`config.mk`:
```
export PLATFORM = sky130hd
export DESIGN_NAME = sram_page_ctl
export DESIGN_NICKNAME = d
export VERILOG_FILES = /design/src/rtl/sram_page_pkg.sv /design/src/rtl/sram_page_timer.sv /design/src/rtl/sram_page_seq.sv /design/src/rtl/sram_page_ctl.sv
export SDC_FILE = /design/constraint.sdc
export NUM_CORES = 1
export LEC_CHECK = 0
export ABC_AREA = 1
export CAP_MARGIN = 0
export CORE_ASPECT_RATIO = 0.75
export CORE_MARGIN = 2
export CORE_UTILIZATION = 30
export DETAILED_ROUTE_END_ITERATION = 10
export DONT_BUFFER_PORTS = 1
export PLACE_DENSITY = 0.54
export SLEW_MARGIN = 20
export SYNTH_ARGS = -nofsm -noshare
export SYNTH_HDL_FRONTEND = slang
export SYNTH_HIERARCHICAL = 1
export SYNTH_SLANG_ARGS = --single-unit
```
`constraint.sdc`:
```
create_clock -name clk -period 2.23 [get_ports clk]
set_clock_uncertainty 0.15 [all_clocks]
set_input_delay 0.1115 -clock clk [delete_from_list [all_inputs] [get_ports clk]]
set_output_delay 0.1115 -clock clk [all_outputs]
set_load 0.05 [all_outputs]
```
`src/rtl/sram_page_pkg.sv`:
```
`timescale 1ns/1ps
package sram_page_pkg;

    typedef enum logic [2:0] {
        ST_IDLE,
        ST_WR_PULSE,
        ST_WR_REC,
        ST_RD_WAIT,
        ST_RD_HZ
    } seq_state_e;

    typedef struct packed {
        logic ce1_n;
        logic ce2;
        logic we_n;
        logic oe_n;
        logic ub_n;
        logic lb_n;
        logic dq_oe;
    } pin_ctl_t;

    localparam pin_ctl_t PINS_REST = '{ce1_n: 1'b1, ce2: 1'b0, we_n: 1'b1,
                                       oe_n: 1'b1, ub_n: 1'b1, lb_n: 1'b1,
                                       dq_oe: 1'b0};

    // Nanoseconds to whole clock cycles, rounded up, never below one.
    function automatic int ns_to_cyc(input int ns, input int clk_ns);
        int c;
        c = (ns + clk_ns - 1) / clk_ns;
        return (c < 1) ? 1 : c;
    endfunction

    function automatic int imax(input int a, input int b);
        return (a > b) ? a : b;
    endfunction

endpackage

```
`src/rtl/sram_page_timer.sv`:
```
`timescale 1ns/1ps
module sram_page_timer #(
    parameter int TW = 3
) (
    input  logic          clk,
    input  logic          rst,
    input  logic          load,
    input  logic [TW-1:0] load_val,
    output logic          zero
);

    logic [TW-1:0] cnt_q;

    always_ff @(posedge clk) begin
        if (rst) begin
            cnt_q <= '0;
        end else if (load) begin
            cnt_q <= load_val;
        end else if (cnt_q != '0) begin
            cnt_q <= cnt_q - 1'b1;
        end
    end

    assign zero = (cnt_q == '0);

endmodule

```
`src/rtl/sram_page_seq.sv`:
```
`timescale 1ns/1ps
module sram_page_seq
    import sram_page_pkg::*;
#(
    parameter int AW       = 18,
    parameter int DW       = 16,
    parameter int LW       = 5,
    parameter int PGW      = 4,
    parameter int TW       = 3,
    parameter int C_WPULSE = 2,
    parameter int C_WREC   = 2,
    parameter int C_FIRST  = 4,
    parameter int C_PAGE   = 4,
    parameter int C_HZ     = 1
) (
    input  logic          clk,
    input  logic          rst,
    input  logic          req,
    input  logic          req_wr,
    input  logic [AW-1:0] req_addr,
    input  logic [DW-1:0] req_wdata,
    input  logic [1:0]    req_mask,
    input  logic [LW-1:0] req_len,
    input  logic          tmr_zero,
    output logic          tmr_load,
    output logic [TW-1:0] tmr_val,
    input  logic [DW-1:0] dq_in,
    output pin_ctl_t      pins,
    output logic [AW-1:0] addr,
    output logic [DW-1:0] dout,
    output logic          rd_valid,
    output logic [DW-1:0] rd_data,
    output logic          ack
);

    localparam logic [TW-1:0] LD_WPULSE = TW'(C_WPULSE - 1);
    localparam logic [TW-1:0] LD_WREC   = TW'(C_WREC - 1);
    localparam logic [TW-1:0] LD_FIRST  = TW'(C_FIRST - 1);
    localparam logic [TW-1:0] LD_PAGE   = TW'(C_PAGE - 1);
    localparam logic [TW-1:0] LD_HZ     = TW'(C_HZ - 1);
    localparam logic [PGW-1:0] PG_END   = '1;

    seq_state_e    st_q, st_d;
    pin_ctl_t      pins_q, pins_d;
    logic [AW-1:0] addr_q, addr_d;
    logic [DW-1:0] dout_q, dout_d;
    logic [LW-1:0] left_q, left_d;
    logic          cap;
    logic          ack_d;
    logic          rd_valid_q;
    logic [DW-1:0] rd_data_q;
    logic          ack_q;

    always_comb begin
        st_d     = st_q;
        pins_d   = pins_q;
        addr_d   = addr_q;
        dout_d   = dout_q;
        left_d   = left_q;
        tmr_load = 1'b0;
        tmr_val  = '0;
        cap      = 1'b0;
        ack_d    = 1'b0;
        case (st_q)
            ST_IDLE: begin
                if (req) begin
                    pins_d.ce1_n = 1'b0;
                    pins_d.ce2   = 1'b1;
                    pins_d.ub_n  = ~req_mask[1];
                    pins_d.lb_n  = ~req_mask[0];
                    addr_d       = req_addr;
                    tmr_load     = 1'b1;
                    if (req_wr) begin
                        pins_d.we_n  = 1'b0;
                        pins_d.oe_n  = 1'b1;
                        pins_d.dq_oe = 1'b1;
                        dout_d       = req_wdata;
                        tmr_val      = LD_WPULSE;
                        st_d         = ST_WR_PULSE;
                    end else begin
                        pins_d.we_n  = 1'b1;
                        pins_d.oe_n  = 1'b0;
                        pins_d.dq_oe = 1'b0;
                        left_d       = req_len;
                        tmr_val      = LD_FIRST;
                        st_d         = ST_RD_WAIT;
                    end
                end
            end
            ST_WR_PULSE: begin
                if (tmr_zero) begin
                    pins_d.we_n = 1'b1;
                    tmr_load    = 1'b1;
                    tmr_val     = LD_WREC;
                    st_d        = ST_WR_REC;
                end
            end
            ST_WR_REC: begin
                if (tmr_zero) begin
                    pins_d = PINS_REST;
                    ack_d  = 1'b1;
                    st_d   = ST_IDLE;
                end
            end
            ST_RD_WAIT: begin
                if (tmr_zero) begin
                    cap      = 1'b1;
                    tmr_load = 1'b1;
                    if (left_q == '0) begin
                        pins_d  = PINS_REST;
                        ack_d   = 1'b1;
                        tmr_val = LD_HZ;
                        st_d    = ST_RD_HZ;
                    end else begin
                        left_d  = left_q - 1'b1;
                        addr_d  = addr_q + 1'b1;
                        tmr_val = (addr_q[PGW-1:0] == PG_END) ? LD_FIRST : LD_PAGE;
                    end
                end
            end
            ST_RD_HZ: begin
                if (tmr_zero) begin
                    st_d = ST_IDLE;
                end
            end
            default: begin
                pins_d = PINS_REST;
                st_d   = ST_IDLE;
            end
        endcase
    end

    always_ff @(posedge clk) begin
        if (rst) begin
            st_q       <= ST_IDLE;
            pins_q     <= PINS_REST;
            addr_q     <= '0;
            dout_q     <= '0;
            left_q     <= '0;
            rd_valid_q <= 1'b0;
            rd_data_q  <= '0;
            ack_q      <= 1'b0;
        end else begin
            st_q       <= st_d;
            pins_q     <= pins_d;
            addr_q     <= addr_d;
            dout_q     <= dout_d;
            left_q     <= left_d;
            rd_valid_q <= cap;
            ack_q      <= ack_d;
            if (cap) begin
                rd_data_q <= dq_in;
            end
        end
    end

    assign pins     = pins_q;
    assign addr     = addr_q;
    assign dout     = dout_q;
    assign rd_valid = rd_valid_q;
    assign rd_data  = rd_data_q;
    assign ack      = ack_q;

    AST_OE_OFF_IN_WRITE: assert property (@(posedge clk) disable iff (rst)
        !pins_q.we_n |-> pins_q.oe_n);

    AST_NO_DRIVE_ON_READ: assert property (@(posedge clk) disable iff (rst)
        pins_q.dq_oe |-> pins_q.oe_n);

    AST_ACK_SINGLE: assert property (@(posedge clk) disable iff (rst)
        ack_q |=> !ack_q);

    AST_PAGE_STEP: assert property (@(posedge clk) disable iff (rst)
        (!pins_q.oe_n && !$past(pins_q.oe_n) && (addr_q != $past(addr_q)))
        |-> (addr_q == $past(addr_q) + 1'b1));

    AST_CAPTURE_UNDER_OE: assert property (@(posedge clk) disable iff (rst)
        rd_valid_q |-> !$past(pins_q.oe_n));

endmodule

```
`src/rtl/sram_page_ctl.sv`:
```
`timescale 1ns/1ps
module sram_page_ctl
    import sram_page_pkg::*;
#(
    parameter int AW     = 18,
    parameter int DW     = 16,
    parameter int LW     = 5,
    parameter int PGW    = 4,
    parameter int CLK_NS = 20,
    parameter int T_RC   = 70,
    parameter int T_AA   = 70,
    parameter int T_OE   = 25,
    parameter int T_WC   = 70,
    parameter int T_WP   = 40,
    parameter int T_DW   = 20,
    parameter int T_WR   = 0,
    parameter int T_HZ   = 20
) (
    input  logic          clk,
    input  logic          rst,
    input  logic          req,
    input  logic          req_wr,
    input  logic [AW-1:0] req_addr,
    input  logic [DW-1:0] req_wdata,
    input  logic [1:0]    req_mask,
    input  logic [LW-1:0] req_len,
    output logic          ack,
    output logic          rd_valid,
    output logic [DW-1:0] rd_data,
    output logic [AW-1:0] mem_addr,
    output logic          mem_ce1_n,
    output logic          mem_ce2,
    output logic          mem_we_n,
    output logic          mem_oe_n,
    output logic          mem_ub_n,
    output logic          mem_lb_n,
    output logic [DW-1:0] mem_dq_out,
    output logic          mem_dq_oe,
    input  logic [DW-1:0] mem_dq_in
);

    localparam int C_WPULSE = imax(ns_to_cyc(T_WP, CLK_NS), ns_to_cyc(T_DW, CLK_NS));
    localparam int C_WREC   = imax(ns_to_cyc(T_WR, CLK_NS), ns_to_cyc(T_WC, CLK_NS) - C_WPULSE);
    localparam int C_PAGE   = imax(ns_to_cyc(T_AA, CLK_NS), ns_to_cyc(T_RC, CLK_NS));
    localparam int C_FIRST  = imax(C_PAGE, ns_to_cyc(T_OE, CLK_NS));
    localparam int C_HZ     = ns_to_cyc(T_HZ, CLK_NS);
    localparam int C_MAX    = imax(imax(C_WPULSE, C_WREC), imax(C_FIRST, C_HZ));
    localparam int TW       = $clog2(C_MAX + 1);

    pin_ctl_t      pins;
    logic          tmr_load;
    logic [TW-1:0] tmr_val;
    logic          tmr_zero;

    sram_page_timer #(.TW(TW)) u_timer (
        .clk      (clk),
        .rst      (rst),
        .load     (tmr_load),
        .load_val (tmr_val),
        .zero     (tmr_zero)
    );

    sram_page_seq #(
        .AW(AW), .DW(DW), .LW(LW), .PGW(PGW), .TW(TW),
        .C_WPULSE(C_WPULSE), .C_WREC(C_WREC), .C_FIRST(C_FIRST),
        .C_PAGE(C_PAGE), .C_HZ(C_HZ)
    ) u_seq (
        .clk       (clk),
        .rst       (rst),
        .req       (req),
        .req_wr    (req_wr),
        .req_addr  (req_addr),
        .req_wdata (req_wdata),
        .req_mask  (req_mask),
        .req_len   (req_len),
        .tmr_zero  (tmr_zero),
        .tmr_load  (tmr_load),
        .tmr_val   (tmr_val),
        .dq_in     (mem_dq_in),
        .pins      (pins),
        .addr      (mem_addr),
        .dout      (mem_dq_out),
        .rd_valid  (rd_valid),
        .rd_data   (rd_data),
        .ack       (ack)
    );

    assign mem_ce1_n = pins.ce1_n;
    assign mem_ce2   = pins.ce2;
    assign mem_we_n  = pins.we_n;
    assign mem_oe_n  = pins.oe_n;
    assign mem_ub_n  = pins.ub_n;
    assign mem_lb_n  = pins.lb_n;
    assign mem_dq_oe = pins.dq_oe;

    AST_SELECT_PAIRED: assert property (@(posedge clk) disable iff (rst)
        (!mem_we_n || !mem_oe_n) |-> (!mem_ce1_n && mem_ce2));

endmodule

```
Word level (Yosys, flattened, before mapping). Cells that the tools add are included.

Reduce and logical (&&, ||, !) cells: 15. Add/subtract/negate cells: 3. $mul: 0. Shifts and indexed selects: 0. Bitwise gates (word level): 4. Equal/unequal tests: 12. Multiplexer cells: 40. Div/mod/pow operators: 0. $lt $le $gt $ge: 0.

Operator list (number): 18-bit two-way mux (3); 18-bit one-hot mux with 2 select lines (1); 7-bit two-way mux (4); 3-bit two-way mux (8); 5-bit two-way mux (4); 18-bit by 1-bit adder with 18-bit output (second input constant) (1); 4-bit one-hot mux with 4 select lines (1); 5-bit AND reduction (3); 2-bit != test (second input constant) (6); 3-bit one-hot mux with 4 select lines (1); 5-bit one-hot mux with 2 select lines (1); 3-bit one-hot mux with 3 select lines (1); 1-bit two-way mux (8); 2-bit two-way mux (4); 2-bit one-hot mux with 4 select lines (1); 3-bit by 2-bit equality test with 1-bit output (second input constant) (2); 3-bit zero test (2); 6-bit AND reduction (1); 2-bit OR reduction (3); 5-bit zero test (1); 1-bit one-hot mux with 5 select lines (1); 5-bit by 1-bit subtractor with 5-bit output (second input constant) (1); 2-bit by 1-bit != test with 1-bit output (second input constant) (2); 1-bit NOT (4); other kinds (8) (10).

ROM bits: 0. Latch bits: 0. Output and inout port bits: 59. Memory bits (writable): 0. Input bits: 61. Logic and storage cells: 89. Flip-flop bits (word level): 70. Memories: 0.

Depth between registers and ports, before layout. Gate-level depths: netlist of the first run.

Depth in word-level cells: 5. Gate-level depth with buffers: 14. Gate-level depth less buffers: 14.

By module. The synthesis of the first run kept the hierarchy.

By module, submodules not included: sram_page_seq (cells an instance 495, instances 1, area each 3390.8 µm²); sram_page_timer (cells an instance 28, instances 1, area each 198.9 µm²).

Least setup slack after synthesis of the first run. Ideal clock, no wire load.

Path kind: reg-to-reg. From: register u_seq.addr_q[0], in the netlist u_seq/addr[0]. To: register u_seq.addr_q[8], in the netlist u_seq/addr[8]. Path slack: 291 ps. Required time: 1961 ps. Stages on the path, launching flop included: 11. Path buffers: 0. Arrival time: 1670 ps. Setup time: 119 ps. Cells stage by stage: dfxtp_1 ha_1 nand3_1 inv_1 nand2_1 nor2_1 nand2_1 o21ai_0 nand2_1 nand2_1 a21oi_2.

Cells in the longest elaborated chain, start to end: 4.

RTL lines: start: declaration (line sram_page_seq.sv:45) `logic [AW-1:0] addr_q, addr_d;`; start signal: assignment (line sram_page_seq.sv:146) `addr_q <= addr_d;`; 18-bit by 1-bit adder with 18-bit output (line sram_page_seq.sv:116) `addr_d = addr_q + 1'b1;`; 18-bit two-way mux (line sram_page_seq.sv:109) `if (left_q == '0) begin`; 18-bit two-way mux (line sram_page_seq.sv:106) `if (tmr_zero) begin`; 18-bit one-hot mux with 2 select lines (line sram_page_seq.sv:64) `case (st_q)`.

No other way between the ends. The select of a mux whose other input is x is not followed. A chain may end at the register's enable or synchronous reset.

Worst setup path in the final report of the first run.
From: register u_timer.cnt_q[0]. To: register u_seq.pins_q (netlist bit u_seq/pins[6]).

Cells in the longest elaborated chain, start to end: 3.

RTL lines: start: declaration (line sram_page_timer.sv:12) `logic [TW-1:0] cnt_q;`; start signal: assignment (line sram_page_timer.sv:18) `cnt_q <= load_val;`; start signal: assignment (line sram_page_timer.sv:20) `cnt_q <= cnt_q - 1'b1;`; 3-bit zero test * (line sram_page_timer.sv:24) `assign zero = (cnt_q == '0);`; via tmr_zero (line sram_page_ctl.sv:53) `logic tmr_zero;`; 2-bit != test (no source line); 5-bit AND reduction (no source line) *; end signal: assignment (line sram_page_seq.sv:145) `pins_q <= pins_d;`; end: declaration (line sram_page_seq.sv:44) `pin_ctl_t pins_q, pins_d;`.

The timed path passes the listed nets; every way through them passes the cells marked *.

==> impl_metrics.env, run 1 <==
export IMPL_reg2reg_depth=9
export IMPL_postSynthCellCount=523
export IMPL_r2r_setup_slack_ns=0.19
export IMPL_r2r_end="u_seq/pins[6]"
export IMPL_overflow=0
export IMPL_critPathMaxStageDelay_ns=0.31
export IMPL_layout_cells_non_filler=762
export IMPL_dr_total_vias=3582
export IMPL_netlist_top_cells_area="dfxtp_1, nand2_1, nand3_1, nor2_1, a21oi_1"
export IMPL_pre_cts_slack_ns=0.174
export IMPL_yosysTopAreaCell="dfxtp_1"
export IMPL_critical_path_required_ns=2.25
export IMPL_yosys_top_cells_count="nand2_1, dfxtp_1, nor2_1, nand3_1, a21oi_1"
export IMPL_critPathTopFamily="simple AND/OR/NAND/NOR gates"
export IMPL_ios=120
export IMPL_tightestPinTransition_ns=0.745
export IMPL_r2r_start="u_timer/cnt_q[0]"
export IMPL_num_antenna_cells=0
export IMPL_wl_um=10400
export IMPL_arrival_ns=2.06
export IMPL_core_area_mm2=0.0116
export IMPL_cp_cell_sequence="inv_1 > ha_1 > inv_1 > nor2_2 > nor2_1 > nor2_1 > nand4_2 > nand2_1 > o211ai_1"
export IMPL_postRouteAntennaNets=0
export IMPL_drt_iter0_markers=254
export IMPL_worstSetupStartpointType="register"
export IMPL_dp_hpwl_um=6760
export IMPL_ys_seq_area_frac=0.390
export IMPL_ys_types=35
export IMPL_numCtsBuffers=9
export IMPL_timing_fmax_ghz=0.491
export IMPL_max_slew_margin_rel=0.503
export IMPL_status="complete, no violations"
export IMPL_min_delay_start="req"
export IMPL_fin_total_pwr_mw=6.56
export IMPL_crit_path_max_fanout=10
export IMPL_report_final_slew_viol_count=0
export IMPL_finalCoreUtilization=0.413
export IMPL_setup_slack_ns=0.191
export IMPL_gp_congestion=0.792
export IMPL_synth_top_area_frac=0.390
export IMPL_grt_pass1_wl_um=16400
export IMPL_whs_ns=0.0569
export IMPL_crit_cells=9
export IMPL_dieHeight_um=98.7
export IMPL_drive_gt1_frac=0.128
export IMPL_ys_async_sr_fraction=0
export IMPL_routedWlPerCell_um=13.6
export IMPL_h_tree_depth=3
export IMPL_route_detailed_drc=0
export IMPL_hold_class="input pin to register"
export IMPL_finalHoldViolCount=0
export IMPL_grt_use_total=0.162
export IMPL_syn_num_nets=588
export IMPL_postLayoutCellArea_mm2=0.00480
export IMPL_antenna_found_initial=1
export IMPL_start_util=0.309
export IMPL_grt_max_degree=50
export IMPL_die_w_um=130
export IMPL_p_leak_nw=1.90
export IMPL_crit_buf_inv=2
export IMPL_cts_root_buffer="clkbuf_16"
export IMPL_ir_worst_vdd_v=0.000461
export IMPL_tritoncts="yes"
export IMPL_min_to="u_seq/pins[0]"
export IMPL_dieArea_mm2=0.0129
export IMPL_hold_path_cell_count=2
export IMPL_critPathKind="register to register"
export IMPL_yosysMostFrequentCell="nand2_1"
export IMPL_area_delta_synth_final_pct=33.6
export IMPL_viasPerCell=4.70
export IMPL_drt_pass1_iterations=4
export IMPL_setup_violations_final=0
export IMPL_synthFlopType="dfxtp_1"
export IMPL_layout_min_cycle_time_ns=2.04
export IMPL_cap_violations=0
export IMPL_nNetsFinal=660
export IMPL_portBuffers=0
export IMPL_fill_cells=1172
export IMPL_core_rowCount=34
export IMPL_clock_sinks=70
export IMPL_dp_cells=685
export IMPL_synth_area_mm2=0.00359
export IMPL_clk_pin_slew_ns=0.05
export IMPL_crit_slowest_cell="dfxtp_1"
export IMPL_synth_avg_cell_area_um2=6.86
export IMPL_fin_crit_sh=0.914
export IMPL_synth_warnings=6
export IMPL_grt_pass1_vias=3401
export IMPL_powerDensity_mw_per_mm2=1370
export IMPL_end_kind="register"
export IMPL_clk_insertion_delay_late_ns=0.33
export IMPL_placed_cell_area_mm2=0.00383
export IMPL_cts_buffer_depth=2
export IMPL_ys_ff_latch=70
export IMPL_synth_edf_count=0
export IMPL_tns_ns=0
how the worst max path moves through the flow:
| stage | from | endpoint | slack, ns |
|---|---|---|---|
| 3_3_place_gp | u_timer/cnt_q[0] | u_timer/cnt_q[1] | 0.25 |
| 2_1_floorplan | u_seq/addr[0] | u_seq/addr[8] | 0.29 |
| 6_report | u_timer/cnt_q[0] | u_seq/pins[6] | 0.19 |
| 5_1_grt | u_timer/cnt_q[0] | u_timer/cnt_q[1] | -0.009 |
| 3_5_place_dp | u_timer/cnt_q[0] | u_seq/pins[6] | 0.17 |
| 4_1_cts | req | u_timer/cnt_q[1] | 0.14 |
placed cells by master (no fill, tap or decap), types with 6 or more instances in the layout:
cell type	synthesis	routed
dlygate4sd3_1	0	59
o21ai_1	6	6
a21oi_1	46	46
inv_1	41	41
buf_4	6	24
o21ai_0	23	23
nand3_1	53	53
a21oi_2	11	11
nor2_1	62	61
dfxtp_1	70	70
nand2_1	135	135
clkbuf_16	0	9
nand2_2	7	7
flip-flops by register name (all words and copies together), names as in the netlist:
register	cells
u_seq/ack	1
u_seq/addr	18
u_seq/dout	16
u_seq/left_q	5
u_seq/pins	7
u_seq/rd_data	16
u_seq/rd_valid	1
u_seq/st_q	3
u_timer/cnt_q	3
cell families after synthesis:
family / after synthesis / synth area share
AND/OR/NAND/NOR: 277 / 0.343
buffers and inverters: 70 / 0.0889
XOR/XNOR: 3 / 0.00732
adder cells (fa/ha/maj): 4 / 0.0139
other: 1 / 0.00104
flip-flops: 70 / 0.390
AO/OA/AOI/OAI: 98 / 0.155
what timing repair did:
action | 4_1_cts | 5_1_grt
hold buffers | 61 | 0
endpoints found under the hold margin | 65 | 0
setup buffers | 0 | 0
gates resized for setup | 0 | 3
setup endpoints to repair | 0 | 8
report_power, final:
part / switching, mW / leakage (nW) / internal [mW]
combinational: 1.86 / 1.16 / 0.894
clock: 0.524 / 0.166 / 1.07
sequential: 0.639 / 0.573 / 1.57
worst register-to-register path, cell delays in order (launching register included):
cell,delay [ns]
dfxtp_1,0.31
inv_1,0.08
ha_1,0.21
inv_1,0.07
nor2_2,0.19
nor2_1,0.10
nor2_1,0.24
nand4_2,0.29
nand2_1,0.15
o211ai_1,0.09
layer usage:
layer | vias to the layer above | track usage | part of all wire
met3 | 13 | 0.0565 | 0.075
met1 | 1605 | 0.206 | 0.45
li1 | 1842 | - | -
met2 | 122 | 0.260 | 0.46
met4 | 0 | 0.0463 | 0.013
met5 | - | 0 | 0
final cells by class:
class	count	area (µm²)	share of cell area
Clock buffer	13	270	0.0563
Clock inverter	3	65.1	0.0136
Inverter	45	171	0.0357
Multi-Input combinational cell	383	1870	0.390
Sequential cell	70	1400	0.292
Tap cell	162	203	0.0423
Timing Repair Buffer	86	815	0.170
(Power assumes the default switching activity.)
==> run 2: changes to the inputs <==
Settings changed: GPL_TIMING_DRIVEN set to 0.
==> run 2 against run 1 <==
Clock-buffer cell count grew 1. First-iteration DRC count shrank 43%. Combinational power shrank 20%. Worst hold slack lost 0.041 ns. Total power shrank 4.4%. Setup slack lost 0.076 ns. Sequential cell count is the same. Sequential power grew 25%. Core utilization shrank 0.98 points. Critical path depth is the same. Non-clock buffer count shrank 1. Register-to-register slack lost 0.08 ns.
==> impl_metrics.env, run 2 (synthesized netlist as in run 1, its figures left out) <==
export IMPL_status="complete, no violations"
export IMPL_route_detailed_drc=0
export IMPL_p_leak_nw=1.82
export IMPL_grt_max_degree=11
export IMPL_clock_sinks=70
export IMPL_tns_ns=0
export IMPL_grt_pass1_wl_um=17000
export IMPL_die_w_um=130
export IMPL_layout_min_cycle_time_ns=2.11
export IMPL_cts_root_buffer="clkbuf_16"
export IMPL_cap_violations=0
export IMPL_worstSetupStartpointType="register"
export IMPL_postRouteAntennaNets=0
export IMPL_portBuffers=0
export IMPL_rsz0062_at_grt="no"
export IMPL_dp_hpwl_um=7660
export IMPL_powerDensity_mw_per_mm2=1340
export IMPL_core_area_mm2=0.0116
export IMPL_core_rowCount=34
export IMPL_finalCoreUtilization=0.403
export IMPL_fin_crit_sh=0.948
export IMPL_tightestPinTransition_ns=0.788
export IMPL_area_delta_synth_final_pct=30.5
export IMPL_critical_path_required_ns=2.26
export IMPL_drt_pass1_iterations=4
export IMPL_grt_use_total=0.169
export IMPL_nNetsFinal=659
export IMPL_h_tree_depth=3
export IMPL_clk_pin_slew_ns=0.05
export IMPL_met1_usage=0.215
export IMPL_end_kind="register"
export IMPL_gp_congestion=0.845
export IMPL_setup_violations_final=0
export IMPL_layout_common_cells="nand2_1, dfxtp_1, nor2_1, dlygate4sd3_1, nand3_1"
export IMPL_max_slew_margin_rel=0.475
export IMPL_report_final_slew_viol_count=0
export IMPL_timing_fmax_ghz=0.473
export IMPL_tritoncts="yes"
export IMPL_largest_reg_flops=18
export IMPL_dieArea_mm2=0.0129
export IMPL_critPathKind="register to register"
export IMPL_num_antenna_cells=0
export IMPL_overflow=0
export IMPL_ir_worst_vdd_v=0.000402
export IMPL_arrival_ns=2.15
export IMPL_numCtsBuffers=9
export IMPL_cts_buffer_depth=2
export IMPL_drt_iter0_markers=145
export IMPL_whs_ns=0.0161
export IMPL_routedWlPerCell_um=14.4
export IMPL_ios=120
export IMPL_viasPerCell=4.75
export IMPL_hold_class="input pin to register"
export IMPL_start_util=0.309
export IMPL_fin_total_pwr_mw=6.27
export IMPL_crit_path_max_fanout=10
export IMPL_grt_busiest_layer="met2"
export IMPL_clk_insertion_delay_late_ns=0.33
export IMPL_dr_total_vias=3608
export IMPL_finalHoldViolCount=0
export IMPL_drive_gt1_frac=0.125
export IMPL_gr_usage_met2=0.274
export IMPL_met3_usage=0.0521
export IMPL_wl_um=10900
export IMPL_layout_commonest_cell="nand2_1"
export IMPL_antenna_found_initial=0
export IMPL_grt_pass1_vias=3419
export IMPL_dieHeight_um=98.7
run 2: changes by cell type in the layout (fill, tap and decap cells not counted), sizes merged:
cell          delta
dlymetal6s4s     -1
buf             -10
clkbuf          +11
bufinv           -2
run 2: critical path: stages, from the launching register on:
cell and delay (ns):
dfxtp_1 0.32, inv_1 0.11, ha_2 0.22, inv_1 0.07, nor2_4 0.14, nor2_1 0.08
nor2_1 0.30, nand4_2 0.32, nand2_1 0.15, o211ai_1 0.09
run 2: final timing paths:
check / startpoint / endpoint / slack, ns / depth (start not counted)
worst min register to register: u_timer/cnt_q[1] / u_timer/cnt_q[1] / 0.36 / 2
worst max register to register: u_timer/cnt_q[0] / u_seq/pins[2] / 0.12 / 9
worst max-delay path: u_timer/cnt_q[0] / u_seq/pins[2] / 0.12 / 9
worst min-delay path: req / u_seq/dout[3] / 0.02 / 3
run 2: repair_timing:
| action | in CTS | in global routing |
|---|---|---|
| endpoints found under the hold margin | 62 | 0 |
| pin swaps | 0 | 1 |
| setup endpoints to repair | 7 | 38 |
| hold buffers | 59 | 0 |
| buffers inserted | 0 | 1 |
| resized for setup | 1 | 13 |
run 2: area by class of cell:
type | instances | area (µm²)
Fill cell | 1199 | 6930
Timing Repair Buffer | 60 | 598
Inverter | 45 | 171
Tap cell | 162 | 203
Multi-Input combinational cell | 383 | 1880
Clock buffer | 14 | 264
Sequential cell | 70 | 1410
Buffer | 25 | 151
Clock inverter | 1 | 5.00
run 2: per-layer routing:
layer,up-vias,wire length [µm]
met5,-,0
met4,0,110
met3,9,743
met2,116,5050
met1,1646,5030
li1,1837,-
run 2: per-stage QoR:
step           instance area (µm²)  std cells  setup slack [ns]
2_1_floorplan                 3590        523             0.291
3_3_place_gp                  3790        685            0.0436
3_5_place_dp                  3790        685           -0.0149
4_1_cts                       4650        759            0.0327
5_1_grt                       4680        760           0.00535
6_report                      4680        760             0.115
run 2: report_power, final:
group / switching, mW / internal (mW)
logic: 1.38 / 0.818
clock network: 0.506 / 0.806
registers: 1.17 / 1.59
==> run 3: changes to the inputs <==
Settings changed: REMOVE_ABC_BUFFERS set to 1.
==> run 3 against run 2 <==
The flow now finishes with violations (hold timing). Routed wire length decreased by 6.9%. Clock-buffer cell count decreased by 5. Setup slack lost 0.0027 ns. Largest power group unchanged. Largest cell class unchanged. Die area stayed put. Maximum frequency down 0.13%. Critical endpoint is now u_seq/addr[17]. Sequential power barely moved. Core utilization decreased by 3.8 points.
==> impl_metrics.env, run 3 (synthesized netlist as in run 1, its figures left out) <==
export IMPL_endpoint="u_seq/addr[17]"
export IMPL_wl_met3_um=610
export IMPL_postLayoutCellArea_mm2=0.00424
export IMPL_postRouteAntennaNets=0
export IMPL_ios=120
export IMPL_critPathKind="register to register"
export IMPL_clk_pin_slew_ns=0.06
export IMPL_routedWlPerCell_um=14.5
export IMPL_critical_path_required_ns=2.30
export IMPL_layout_min_cycle_time_ns=2.12
export IMPL_core_area_mm2=0.0116
export IMPL_portBuffers=0
export IMPL_dp_cells=661
export IMPL_drt_met1_wl_um=4840
export IMPL_die_w_um=130
export IMPL_r2r_start="u_seq/addr[6]"
export IMPL_cts_root_buffer="clkbuf_16"
export IMPL_ir_worst_vdd_v=0.000551
export IMPL_drt_iter0_markers=234
export IMPL_route_detailed_drc=0
export IMPL_wl_um=10200
export IMPL_crit_start="u_seq/addr[6]"
export IMPL_arrival_ns=2.19
export IMPL_timing_fmax_ghz=0.472
export IMPL_whs_ns=-0.301
export IMPL_area_delta_synth_final_pct=18.2
export IMPL_finalHoldViolCount=48
export IMPL_max_slew_margin_rel=0.545
export IMPL_top_layer_used="met4"
export IMPL_placed_cell_area_mm2=0.00366
export IMPL_clk_insertion_delay_late_ns=0.33
export IMPL_cap_violations=0
export IMPL_end_kind="register"
export IMPL_grt_max_degree=51
export IMPL_rsz0062_at_grt="no"
export IMPL_fin_crit_sh=0.950
export IMPL_fin_total_pwr_mw=6.28
export IMPL_finalCoreUtilization=0.365
export IMPL_num_antenna_cells=0
export IMPL_start_util=0.309
export IMPL_layout_common_cells="nand2_1, nor2_1, dfxtp_1, nand3_1, a21oi_1"
export IMPL_report_final_slew_viol_count=0
export IMPL_tightestPinTransition_ns=0.682
export IMPL_r2r_setup_slack_ns=0.11
export IMPL_clock_sinks=70
export IMPL_wl_met2_um=4610
export IMPL_gp_congestion=0.858
export IMPL_dieHeight_um=98.7
export IMPL_cts_buffer_depth=2
export IMPL_viasPerCell=4.82
export IMPL_grt_pass1_wl_um=16000
export IMPL_drt_pass1_iterations=5
export IMPL_status="finished with violations"
export IMPL_hold_class="input pin to register"
export IMPL_numCtsBuffers=9
export IMPL_nNetsFinal=602
export IMPL_layout_commonest_cell="nand2_1"
export IMPL_drive_gt1_frac=0.140
export IMPL_r2r_end="u_seq/addr[17]"
export IMPL_dieArea_mm2=0.0129
export IMPL_largest_reg_flops=18
export IMPL_grt_use_total=0.158
export IMPL_dr_total_vias=3395
export IMPL_overflow=0
export IMPL_dp_hpwl_um=6580
export IMPL_powerDensity_mw_per_mm2=1480
export IMPL_worstSetupStartpointType="register"
export IMPL_layout_cells_non_filler=704
export IMPL_h_tree_depth=3
export IMPL_p_leak_nw=1.63
export IMPL_crit_path_max_fanout=4
export IMPL_grt_pass1_vias=3137
export IMPL_reg2reg_depth=9
export IMPL_setup_violations_final=0
export IMPL_antenna_found_initial=0
export IMPL_violations="hold timing"
export IMPL_tritoncts="yes"
export IMPL_core_rowCount=34
## run 3: timing repair
item	CTS	global route
hold buffers	17	1
resized for setup	2	16
buffers inserted	3	4
pin swaps	1	2
setup endpoints to repair	52	34
hold endpoints to repair	65	49
cloned	2	0
## run 3: area by class of cell
class	instances	area, µm²
fillers	1227	7370
multi-input cells	385	1900
flip-flops and latches	70	1420
repair buffers	26	250
clock buffers	9	225
well taps	162	203
inverters	45	171
clock inverters	7	73.8
## run 3: through the flow
step | setup slack, ns | TNS (ns)
detailed placement | -0.876 | -25.97
CTS | 0.00119 | 0
floorplan | -0.341 | -8.62
global placement | -1.08 | -43.38
global route | 0.00192 | 0
finish | 0.113 | 0
## run 3: how the worst min path moves through the flow
stage / startpoint / to / slack (ns) / cells after the start
floorplan: rst / u_seq/addr[10] / 0.02 / 1
global placement: rst / u_seq/addr[11] / 0.04 / 1
detailed placement: rst / u_seq/addr[11] / 0.04 / 1
CTS: rst / u_timer/cnt_q[0] / -0.32 / 1
global route: rst / u_seq/addr[10] / -0.32 / 1
finish: rst / u_seq/addr[10] / -0.30 / 1
## run 3: worst max-delay path, stage by stage, from the launching register on
cell and delay [ns]:
dfxtp_1 0.67, nand2_1 0.20, nor2_1 0.15, nand2_1 0.11, nor2_1 0.33, nand2_1 0.10
nand2_1 0.08, nand3_1 0.07, nand2_1 0.09, a21oi_1 0.06
## run 3: report_power, final
part	internal [mW]	switching, mW	total [mW]
clock	0.869	0.567	1.44
sequential	1.59	1.17	2.76
combinational	0.739	1.34	2.08
## run 3: routing by layer
layer,up-vias,GRT usage
li1,1727,-
met1,1560,0.214
met2,98,0.243
met3,10,0.0451
met4,0,0.0529
met5,-,0
